===== src/rtl/irq_cause_pkg.sv =====
package irq_cause_pkg;

    typedef enum logic [1:0] {
        RSEL_NONE = 2'd0,
        RSEL_STAT = 2'd1,
        RSEL_EN   = 2'd2
    } reg_sel_e;

    typedef struct packed {
        logic     wr_stat;
        logic     wr_en;
        reg_sel_e rsel;
    } dec_t;

endpackage


===== src/rtl/irq_cause_decode.sv =====
module irq_cause_decode
    import irq_cause_pkg::*;
#(
    parameter int ADDR_W    = 4,
    parameter int STAT_ADDR = 0,
    parameter int EN_ADDR   = 1
) (
    input  logic              bus_wr,
    input  logic [ADDR_W-1:0] bus_addr,
    output dec_t              dec
);
    localparam logic [ADDR_W-1:0] STAT_A = ADDR_W'(STAT_ADDR);
    localparam logic [ADDR_W-1:0] EN_A   = ADDR_W'(EN_ADDR);

    always_comb begin
        dec = '{wr_stat: 1'b0, wr_en: 1'b0, rsel: RSEL_NONE};
        if (bus_addr == STAT_A) begin
            dec.rsel    = RSEL_STAT;
            dec.wr_stat = bus_wr;
        end else if (bus_addr == EN_A) begin
            dec.rsel  = RSEL_EN;
            dec.wr_en = bus_wr;
        end
    end

endmodule


===== src/rtl/irq_cause_regs.sv =====
module irq_cause_regs
    import irq_cause_pkg::*;
#(
    parameter int DATA_W   = 32,
    parameter int CAUSE_W  = 2,
    parameter int CMPL_BIT = 0,
    parameter int MSG_BIT  = 1
) (
    input  logic               clk,
    input  logic               rst_n,
    input  logic               adapter_reset,
    input  dec_t               dec,
    input  logic [DATA_W-1:0]  bus_wdata,
    input  logic               cmpl_evt,
    input  logic               msg_evt,
    output logic [DATA_W-1:0]  bus_rdata,
    output logic [CAUSE_W-1:0] stat_q,
    output logic [DATA_W-1:0]  en_q,
    output logic               cond_d,
    output logic               upd
);
    localparam int PAD_W = DATA_W - CAUSE_W;

    typedef struct packed {
        logic [CAUSE_W-1:0] stat;
        logic [DATA_W-1:0]  en;
    } regs_t;

    regs_t r_d, r_q;
    logic [CAUSE_W-1:0] set_vec;
    logic [CAUSE_W-1:0] clr_vec;

    always_comb begin
        set_vec = '0;
        set_vec[CMPL_BIT] = cmpl_evt;
        set_vec[MSG_BIT]  = set_vec[MSG_BIT] | msg_evt;
        clr_vec = dec.wr_stat ? bus_wdata[CAUSE_W-1:0] : '0;

        r_d = r_q;
        if (dec.wr_en) begin
            r_d.en = bus_wdata;
        end
        if (adapter_reset) begin
            r_d.stat = '0;
        end else begin
            r_d.stat = (r_q.stat & ~clr_vec) | set_vec;
        end

        cond_d = |(r_d.en[CAUSE_W-1:0] & r_d.stat);
        upd    = dec.wr_stat | dec.wr_en | (|set_vec) | adapter_reset;
    end

    always_ff @(posedge clk or negedge rst_n) begin
        if (!rst_n) begin
            r_q <= '0;
        end else begin
            r_q <= r_d;
        end
    end

    always_comb begin
        unique case (dec.rsel)
            RSEL_STAT: bus_rdata = {{PAD_W{1'b0}}, r_q.stat};
            RSEL_EN:   bus_rdata = r_q.en;
            default:   bus_rdata = '0;
        endcase
    end

    assign stat_q = r_q.stat;
    assign en_q   = r_q.en;

endmodule


===== src/rtl/irq_cause_out.sv =====
module irq_cause_out (
    input  logic clk,
    input  logic rst_n,
    input  logic msi_capable,
    input  logic msi_enabled,
    input  logic cond_d,
    input  logic upd,
    input  logic wr_stat,
    input  logic cmpl_pending,
    output logic irq_level,
    output logic irq_pulse,
    output logic drain_req
);
    typedef struct packed {
        logic level;
        logic pulse;
        logic drain;
    } out_t;

    out_t o_d, o_q;
    logic msg_mode;

    always_comb begin
        msg_mode = msi_capable & msi_enabled;
        o_d.level = cond_d & ~msg_mode;
        o_d.pulse = cond_d & msg_mode & upd;
        o_d.drain = wr_stat & cmpl_pending;
    end

    always_ff @(posedge clk or negedge rst_n) begin
        if (!rst_n) begin
            o_q <= '0;
        end else begin
            o_q <= o_d;
        end
    end

    assign irq_level = o_q.level;
    assign irq_pulse = o_q.pulse;
    assign drain_req = o_q.drain;

endmodule


===== src/rtl/irq_cause_ctrl.sv =====
module irq_cause_ctrl
    import irq_cause_pkg::*;
#(
    parameter int DATA_W    = 32,
    parameter int ADDR_W    = 4,
    parameter int CAUSE_W   = 2,
    parameter int CMPL_BIT  = 0,
    parameter int MSG_BIT   = 1,
    parameter int STAT_ADDR = 0,
    parameter int EN_ADDR   = 1
) (
    input  logic              clk,
    input  logic              rst_n,
    input  logic              adapter_reset,
    input  logic              bus_wr,
    input  logic [ADDR_W-1:0] bus_addr,
    input  logic [DATA_W-1:0] bus_wdata,
    output logic [DATA_W-1:0] bus_rdata,
    input  logic              cmpl_evt,
    input  logic              msg_evt,
    input  logic              cmpl_pending,
    input  logic              msi_capable,
    input  logic              msi_enabled,
    output logic              irq_level,
    output logic              irq_pulse,
    output logic              drain_req
);
    dec_t               dec;
    logic [CAUSE_W-1:0] stat_q;
    logic [DATA_W-1:0]  en_q;
    logic               cond_d;
    logic               upd;

    irq_cause_decode #(
        .ADDR_W(ADDR_W), .STAT_ADDR(STAT_ADDR), .EN_ADDR(EN_ADDR)
    ) u_dec (
        .bus_wr(bus_wr), .bus_addr(bus_addr), .dec(dec)
    );

    irq_cause_regs #(
        .DATA_W(DATA_W), .CAUSE_W(CAUSE_W), .CMPL_BIT(CMPL_BIT), .MSG_BIT(MSG_BIT)
    ) u_regs (
        .clk(clk), .rst_n(rst_n), .adapter_reset(adapter_reset), .dec(dec),
        .bus_wdata(bus_wdata), .cmpl_evt(cmpl_evt), .msg_evt(msg_evt),
        .bus_rdata(bus_rdata), .stat_q(stat_q), .en_q(en_q),
        .cond_d(cond_d), .upd(upd)
    );

    irq_cause_out u_out (
        .clk(clk), .rst_n(rst_n), .msi_capable(msi_capable), .msi_enabled(msi_enabled),
        .cond_d(cond_d), .upd(upd), .wr_stat(dec.wr_stat), .cmpl_pending(cmpl_pending),
        .irq_level(irq_level), .irq_pulse(irq_pulse), .drain_req(drain_req)
    );

endmodule


===== config.mk =====
export PLATFORM = sky130hd
export DESIGN_NAME = irq_cause_ctrl
export DESIGN_NICKNAME = d
export VERILOG_FILES = /design/src/rtl/irq_cause_pkg.sv /design/src/rtl/irq_cause_decode.sv /design/src/rtl/irq_cause_regs.sv /design/src/rtl/irq_cause_out.sv /design/src/rtl/irq_cause_ctrl.sv
export SDC_FILE = /design/constraint.sdc
export NUM_CORES = 1
export LEC_CHECK = 0
export ABC_AREA = 1
export CORE_MARGIN = 2
export CORE_UTILIZATION = 61
export CTS_CLUSTER_SIZE = 10
export DETAILED_ROUTE_END_ITERATION = 7
export DONT_BUFFER_PORTS = 1
export PLACE_DENSITY = 0.77
export SLEW_MARGIN = 15
export SYNTH_ARGS = -nofsm -noshare
export SYNTH_HDL_FRONTEND = slang
export SYNTH_SLANG_ARGS = --single-unit

===== constraint.sdc =====
create_clock -name clk -period 1 [get_ports clk]
set_input_delay 0.15 -clock clk [delete_from_list [all_inputs] [get_ports clk]]
set_output_delay 0.15 -clock clk [all_outputs]
set_load 0.02 [all_outputs]

==> results of run 1 <==
## cells in the mapped netlist
library cell	count	share of area
inv_1	36	0.080
buf_4	3	0.013
nand3_1	7	0.021
nand3_4	1	0.010
nor2_4	2	0.013
clkinv_4	1	0.0052
nor3_1	1	0.0029
nand4_1	3	0.011
nand3_2	1	0.0059
nand2_1	42	0.093
buf_2	3	0.0088
a21oi_1	4	0.012
clkbuf_1	3	0.0066
o21ai_0	30	0.088
nand2_4	2	0.013
dfrtp_1	37	0.55
nor2_1	32	0.071
## cells by family after synthesis
family	after synthesis	synth area share
AO/OA/AOI/OAI	34	0.100
buffers and inverters	46	0.113
AND/OR/NAND/NOR	91	0.241
flip-flops	37	0.545
## stage by stage
stage	TNS (ps)	hold slack [ps]
floorplan	-1140	-146
global placement	0	-145
detailed placement	-102	-145
==> metrics.md, run 1 <==
| Metric | Value |
|---|---|
| Synth cell types | `17` |
| Placed cells | `235` |
| Clock sink count | `37` |
| Dpl ws | `-22.7 ps` |
| Dpl hpwl | `2.60 mm` |
| Sequential area share after synthesis | `0.545` |
| Row cnt | `19` |
| Hold-fix buffers at CTS | `41` |
| Placed inst area | `0.00201 mm^2` |
| Number of synthesis warnings | `0` |
| Port Buffers | `0` |
| H-tree depth | `2` |
| Post-CTS sizing | `38` |
| Yosys reg bits | `37` |
| Die height | `56.8 um` |
| Placer congestion estimate | `0.834` |
| Initial Util | `0.627` |
| Max clock buf depth | `2` |
| Last stage reached | `clock tree synthesis` |
| I/O pin cnt | `80` |
| Die width | `56.8 um` |
| Buffers inserted by post-CTS timing repair | `15` |
| Outcome | `did not finish` |
| Net Count, Synth | `253` |
| CTS Buf Count | `5` |
| Syn avg cell area | `8.16 um^2` |
| Root buffer cell | `clkbuf_4` |
| Syn Std Cell Area | `0.00170 mm^2` |
| Cells after Synth | `208` |
| Log Error | `[ERROR DPL-0033] detailed placement checks failed during check placement.` |
==> inputs of run 2 (changes only) <==
--- a/config.mk
+++ b/config.mk
@@ -7,11 +7,10 @@
 export LEC_CHECK = 0
 export ABC_AREA = 1
 export CORE_MARGIN = 2
-export CORE_UTILIZATION = 61
-export CTS_CLUSTER_SIZE = 10
+export CORE_UTILIZATION = 40
 export DETAILED_ROUTE_END_ITERATION = 7
 export DONT_BUFFER_PORTS = 1
-export PLACE_DENSITY = 0.77
+export PLACE_DENSITY_LB_ADDON = 0.15
 export SLEW_MARGIN = 15
 export SYNTH_ARGS = -nofsm -noshare
 export SYNTH_HDL_FRONTEND = slang
==> run 2 against run 1 <==
  * The flow now finishes, with violations (hold timing, setup timing)
  * Synthesized cell count did not move
  * Synthesized area did not move
==> metrics.md, run 2 <==
| Metric | Value |
|---|---|
| Unrepaired setup endpoints after global routing | `true` |
| Max reg flops | `32` |
| Count leader, synth | `nand2_1` |
| Met2 Track Usage GR | `0.302` |
| FILL cells | `344` |
| Worst skew pair latency | `270 ps` |
| Synth cell types | `17` |
| Vias in the first global route | `1408` |
| Setup_tns | `-20.5 ps` |
| Commonest cells post-synth | `42 x nand2_1, 37 x dfrtp_1, 36 x inv_1` |
| Max VDD drop | `1330 uV` |
| Detailed Route WL | `3.92 mm` |
| CTS clk-pin slew, worst paths | `70 ps` |
| Final worst slack | `-15.5 ps` |
| Largest net degree at the start of global routing | `38` |
| Cell taking the most area after synthesis | `dfrtp_1` |
| Hold Crit Class | `in -> async` |
| Layout area overhead | `43.8%` |
| Row cnt | `23` |
| Share of layout cells above drive strength 1 | `0.363` |
| Antenna-violating nets left | `0` |
| Most frequent cells in the layout | `39 x nand2_1, 37 x dfrtp_1, 32 x nor2_4, 30 x o21ai_0, 25 x inv_2` |
| Req. time, crit path | `850 ps` |
| Critical Path Max Stage Delay | `380 ps` |
| Dpl ws | `-33.0 ps` |
| Clock Skew | `0.241 ps` |
| Worst Setup Start Kind | `flop` |
| Cells along the critical path | `nand3_1 -> nand2_4` |
| Grt met1 use | `0.179` |
| Dpl hpwl | `2.68 mm` |
| P per Cell Area | `1700 mW/mm^2` |
| Syn avg cell area | `8.16 um^2` |
| Hold WS | `-438 ps` |
| Port Buffers | `0` |
| CP bufs+invs | `0` |
| Cells after Synth | `208` |
| Number of synthesis warnings | `0` |
| Min cycle time layout | `1020 ps` |
| R2R setup slack | `170 ps` |
| Fin crit share | `1.02` |
| Hold-fix buffers at CTS | `21` |
| Multi-input logic area | `842 um^2` |
| Slowest CP cell | `dfrtp_1` |
| Worst slew margin | `0.749` |
| Wire length per cell | `13.5 um` |
| GRT Util Overall | `0.164` |
| Placer congestion estimate | `0.779` |
| Synth Flop Type | `dfrtp_1` |
| Yosys reg bits | `37` |
| Dominant delay contributor by cell family on the critical path | `flip-flops` |
| Failing checks | `hold timing, setup timing` |
| Vias | `1387` |
| Register Area | `926 um^2` |
| H-tree depth | `2` |
| Worst r2r path cells | `4` |
| CTS Buf Count | `5` |
| Least-Margin Pin Slew | `375 ps` |
| Net Count, Synth | `253` |
| Root buffer cell | `clkbuf_8` |
| Post-synth ARST share | `1.00` |
| Outcome | `finished with violations` |
| Die Area | `0.00478 mm^2` |
| Final Slew Violations | `0` |
| DRT iter0 DRCs | `40` |
| Clock sink count | `37` |
| Worst r2r src | `u_regs.en_q[0]` |
| Endpoint class of the critical path | `output pin` |
| Synth area leaders | `dfrtp_1 55%, nand2_1 9.3%, o21ai_0 8.8%, inv_1 8.0%, nor2_1 7.1%` |
| Cell count along the critical path | `2` |
| Fin nets | `284` |
| Most common cell after layout, fill and taps aside | `nand2_1` |
| Max FO, Critical Path | `2` |
| Max clock buf depth | `2` |
| Router iterations before antenna repair | `5` |
| Global-route wire length before repair | `6.34 mm` |
| Max Cap Violations | `0` |
| Yosys top cell area share | `0.545` |
| Vias per cell | `4.78` |
| Diodes inserted | `0` |
| Grt met3 use | `0.0482` |
| Final-report setup violation count | `3` |
| Die width | `69.2 um` |
| I/O pin cnt | `80` |
| Drt drc | `0` |
| Die height | `69.2 um` |
| Worst R2R End | `u_out.irq_level` |
| Leakage dissipation | `0.00103 uW` |
| Busiest grt layer | `met2` |
| Crit path kind | `reg -> out` |
| Crit path DAT | `870 ps` |
| Core area | `0.00403 mm^2` |
| Initial Util | `0.421` |
| Syn Std Cell Area | `0.00170 mm^2` |
| Maximum clock frequency | `985 MHz` |
| Hold Fails Final Rpt | `37` |
| Sequential area share after synthesis | `0.545` |
| Number of synthesized flops with an enable pin | `0` |
| GRT Residual Overflow | `0` |
| Initial antenna violation count | `0` |
| CTS tree | `yes` |
==> run 2: cell counts after synthesis <==
Identical to the previous run, type by type.
==> run 2: cell type report <==
cell class | count | share of cell area
Clock buffer | 7 | 0.0354
Timing Repair Buffer | 33 | 0.144
Multi-Input combinational cell | 125 | 0.345
Clock inverter | 1 | 0.0123
Inverter | 37 | 0.0589
Tap cell | 50 | 0.0256
Sequential cell | 37 | 0.379
==> run 2: kinds of logic after synthesis <==
family                 count (synthesis)  share of synthesized area
AO/OA/AOI/OAI                         34                      0.100
buffers and inverters                 46                      0.113
flip-flops                            37                      0.545
AND/OR/NAND/NOR                       91                      0.241
==> run 2: what timing repair did <==
item / 4_1_cts / 5_1_grt
pin swaps: 28 / 18
setup buffers: 2 / 6
resized for setup: 5 / 27
endpoints found under the hold margin: 59 / 37
endpoints found under the setup margin: 29 / 29
==> run 2: worst max path at each step <==
stage                          start         endpoint  slack, ps
detailed placement       bus_addr[3]  u_out.irq_level        -30
global placement         bus_addr[3]  u_regs.en_q[13]        -10
global route          u_regs.en_q[5]     bus_rdata[5]        -50
CTS                 u_regs.stat_q[0]     bus_rdata[0]        -20
floorplan                bus_addr[3]    bus_rdata[10]        -40
finish                u_regs.en_q[1]     bus_rdata[1]        -20
==> run 2: power breakdown <==
part	switching [uW]	total (uW)	internal [uW]	leakage (uW)
logic	567	908	341	0.000525
clock network	486	1300	813	0.0000585
registers	139	1950	1810	0.000450
==> run 2: metrics by stage <==
| step | util | instances | total power, uW | cell area (um^2) |
|---|---|---|---|---|
| floorplan | - | 208 | 2530 | 1930 |
| global placement | 0.502 | 253 | 2620 | 2020 |
| detailed placement | 0.502 | 253 | 2660 | 2020 |
| CTS | 0.590 | 284 | 4070 | 2380 |
| global route | 0.606 | 290 | 4390 | 2440 |
| finish | 0.606 | 290 | 4160 | 2440 |
==> run 2: layer usage <==
layer / routed length, um / part of all wire / up-vias
met5: 0 / 0 / -
met4: 19 / 0.0049 / 0
met3: 239 / 0.061 / 2
met2: 2150 / 0.55 / 46
met1: 1510 / 0.39 / 643
li1: - / - / 696
(Power assumes the default switching activity.)
==> inputs of run 3 (changes only) <==
==> constraint.sdc (replaced) <==
create_clock -name clk -period 1.2 [get_ports clk]
set_input_delay 0.18 -clock clk [delete_from_list [all_inputs] [get_ports clk]]
set_output_delay 0.18 -clock clk [all_outputs]
set_load 0.02 [all_outputs]
==> run 3 against run 2 <==
  * The flow now finishes without violations
  * Worst setup slack better by 77 ps
  * Die area unchanged
  * Combinational power down 45%
  * Final cell count up 1.7%
  * Global-route usage up 0.083 points
  * Non-clock buffer count up 6
  * Clock skew up 0.75 ps
  * Cell area down 12%
  * Power down 29%
  * Worst hold slack better by 450 ps
  * Register-to-register slack better by 180 ps
  * Clock-buffer cell count unchanged
  * Critical endpoint unchanged
  * Largest cell class unchanged
  * Highest routed layer unchanged
==> metrics.md, run 3 (synthesis results as in run 2) <==
| Metric | Value |
|---|---|
| Outcome | `finished clean` |
| Worst slew margin | `0.795` |
| Placed inst area | `0.00199 mm^2` |
| Final instance area | `0.00214 mm^2` |
| GRT Residual Overflow | `0` |
| Final Slew Violations | `0` |
| Layout area overhead | `25.9%` |
| Die Area | `0.00478 mm^2` |
| Max FO, Critical Path | `2` |
| FILL cells | `402` |
| Vias per cell | `4.75` |
| Max Cap Violations | `0` |
| Most frequent cells in the layout | `42 x nand2_1, 37 x dfrtp_1, 36 x inv_1, 33 x buf_4, 31 x nor2_1` |
| Core area | `0.00403 mm^2` |
| Final Non-Filler Cells | `295` |
| Detailed Route WL | `3.66 mm` |
| Placer congestion estimate | `0.750` |
| CTS clk-pin slew, worst paths | `70 ps` |
| Hold Fails Final Rpt | `0` |
| Crit path DAT | `960 ps` |
| Die height | `69.2 um` |
| H-tree depth | `2` |
| I/O pin cnt | `80` |
| Unrepaired setup endpoints after global routing | `false` |
| Setup_tns | `0 ps` |
| Placed cells | `283` |
| CTS tree | `yes` |
| Register Area | `926 um^2` |
| Leakage dissipation | `0.00109 uW` |
| Fin crit share | `0.948` |
| Port Buffers | `0` |
| Drt drc | `0` |
| Crit path kind | `reg -> out` |
| Req. time, crit path | `1020 ps` |
| Router iterations before antenna repair | `4` |
| Worst skew pair latency | `280 ps` |
| Min cycle time layout | `1140 ps` |
| Most common cell after layout, fill and taps aside | `nand2_1` |
| Fin nets | `290` |
| Vias in the first global route | `1384` |
| Endpoint class of the critical path | `output pin` |
| DRT iter0 DRCs | `57` |
| Row cnt | `23` |
| Root buffer cell | `clkbuf_8` |
| GRT Util Overall | `0.165` |
| Share of layout cells above drive strength 1 | `0.204` |
| Die width | `69.2 um` |
| Vias | `1402` |
| CTS Buf Count | `5` |
| Multi-input logic area | `582 um^2` |
| Diodes inserted | `0` |
| Max reg flops | `32` |
| Worst Setup Start Kind | `flop` |
| Hold Crit Class | `in -> reg` |
| Max VDD drop | `667 uV` |
| Wire length per cell | `12.4 um` |
| Final-report setup violation count | `0` |
| Antenna-violating nets left | `0` |
| Clock Skew | `0.987 ps` |
| Global-route wire length before repair | `6.29 mm` |
| Clock sink count | `37` |
| Max clock buf depth | `2` |
| Dpl hpwl | `2.66 mm` |
| Least-Margin Pin Slew | `306 ps` |
| Largest net degree at the start of global routing | `38` |
| P per Cell Area | `1380 mW/mm^2` |
| Maximum clock frequency | `879 MHz` |
| Initial antenna violation count | `0` |
| Initial Util | `0.421` |
==> run 3: cell types whose count changed in the layout (fill, tap and decap cells not counted), moves of 18 or more <==
| cell | change |
|---|---|
| nor2_4 | -30 |
| inv_2 | -25 |
| inv_1 | +25 |
| nor2_1 | +29 |
| buf_4 | +25 |
| dlygate4sd3_1 | -18 |
==> run 3: report_power, final <==
group / internal (uW) / switching, uW
logic: 184 / 319
registers: 1510 / 86.0
clock network: 455 / 405
==> run 3: worst paths after layout <==
kind / startpoint / endpoint / slack [ps] / cells after the start
max: u_regs.stat_q[1] / bus_rdata[1] / 60 / 2
min: bus_wdata[1] / u_regs.en_q[1] / 10 / 2
max reg2reg: u_regs.en_q[0] / u_out.irq_pulse / 350 / 4
min reg2reg: u_regs.en_q[3] / u_regs.en_q[3] / 540 / 2
max in group asynchronous: rst_n / u_regs.en_q[15] / 660 / 2
min in group asynchronous: rst_n / u_regs.en_q[14] / 340 / 2
==> run 3: through the flow <==
stage | utilization | setup slack [ps] | hold slack, ps | power, uW
after global placement | 0.494 | 60.6 | -115 | 2050
final | 0.531 | 61.8 | 12.7 | 2960
after floorplan | - | 38.0 | -116 | 1940
after global routing | 0.531 | 8.84 | 6.30 | 3150
after CTS | 0.528 | 26.4 | 7.14 | 3000
after detailed placement | 0.494 | 27.7 | -115 | 2090
==> run 3: area by class of cell <==
type                       count  area share
timing repair buffer          39       0.158
tap                           50      0.0293
inverter                      37      0.0673
sequential                    37       0.433
multi-input combinational    125       0.272
clock buffer                   7      0.0404
==> run 3: critical path, cell delays in order (launching register included) <==
cell and delay (ps):
dfrtp_1 370, nand3_1 90, nand2_1 210
==> run 3: layer usage <==
metal,GRT usage,vias to the layer above,part of all wire
met3,0.0614,4,0.071
met1,0.189,636,0.42
met5,0,-,0
met2,0.285,56,0.50
met4,0.0523,0,0.0087
li1,-,706,-
==> run 3: timing repair <==
| item | in CTS | in global routing |
|---|---|---|
| buffers inserted | 0 | 1 |
| resized for setup | 0 | 1 |
| hold buffers | 4 | 0 |
| setup endpoints to repair | 0 | 25 |
| hold endpoints to repair | 40 | 0 |
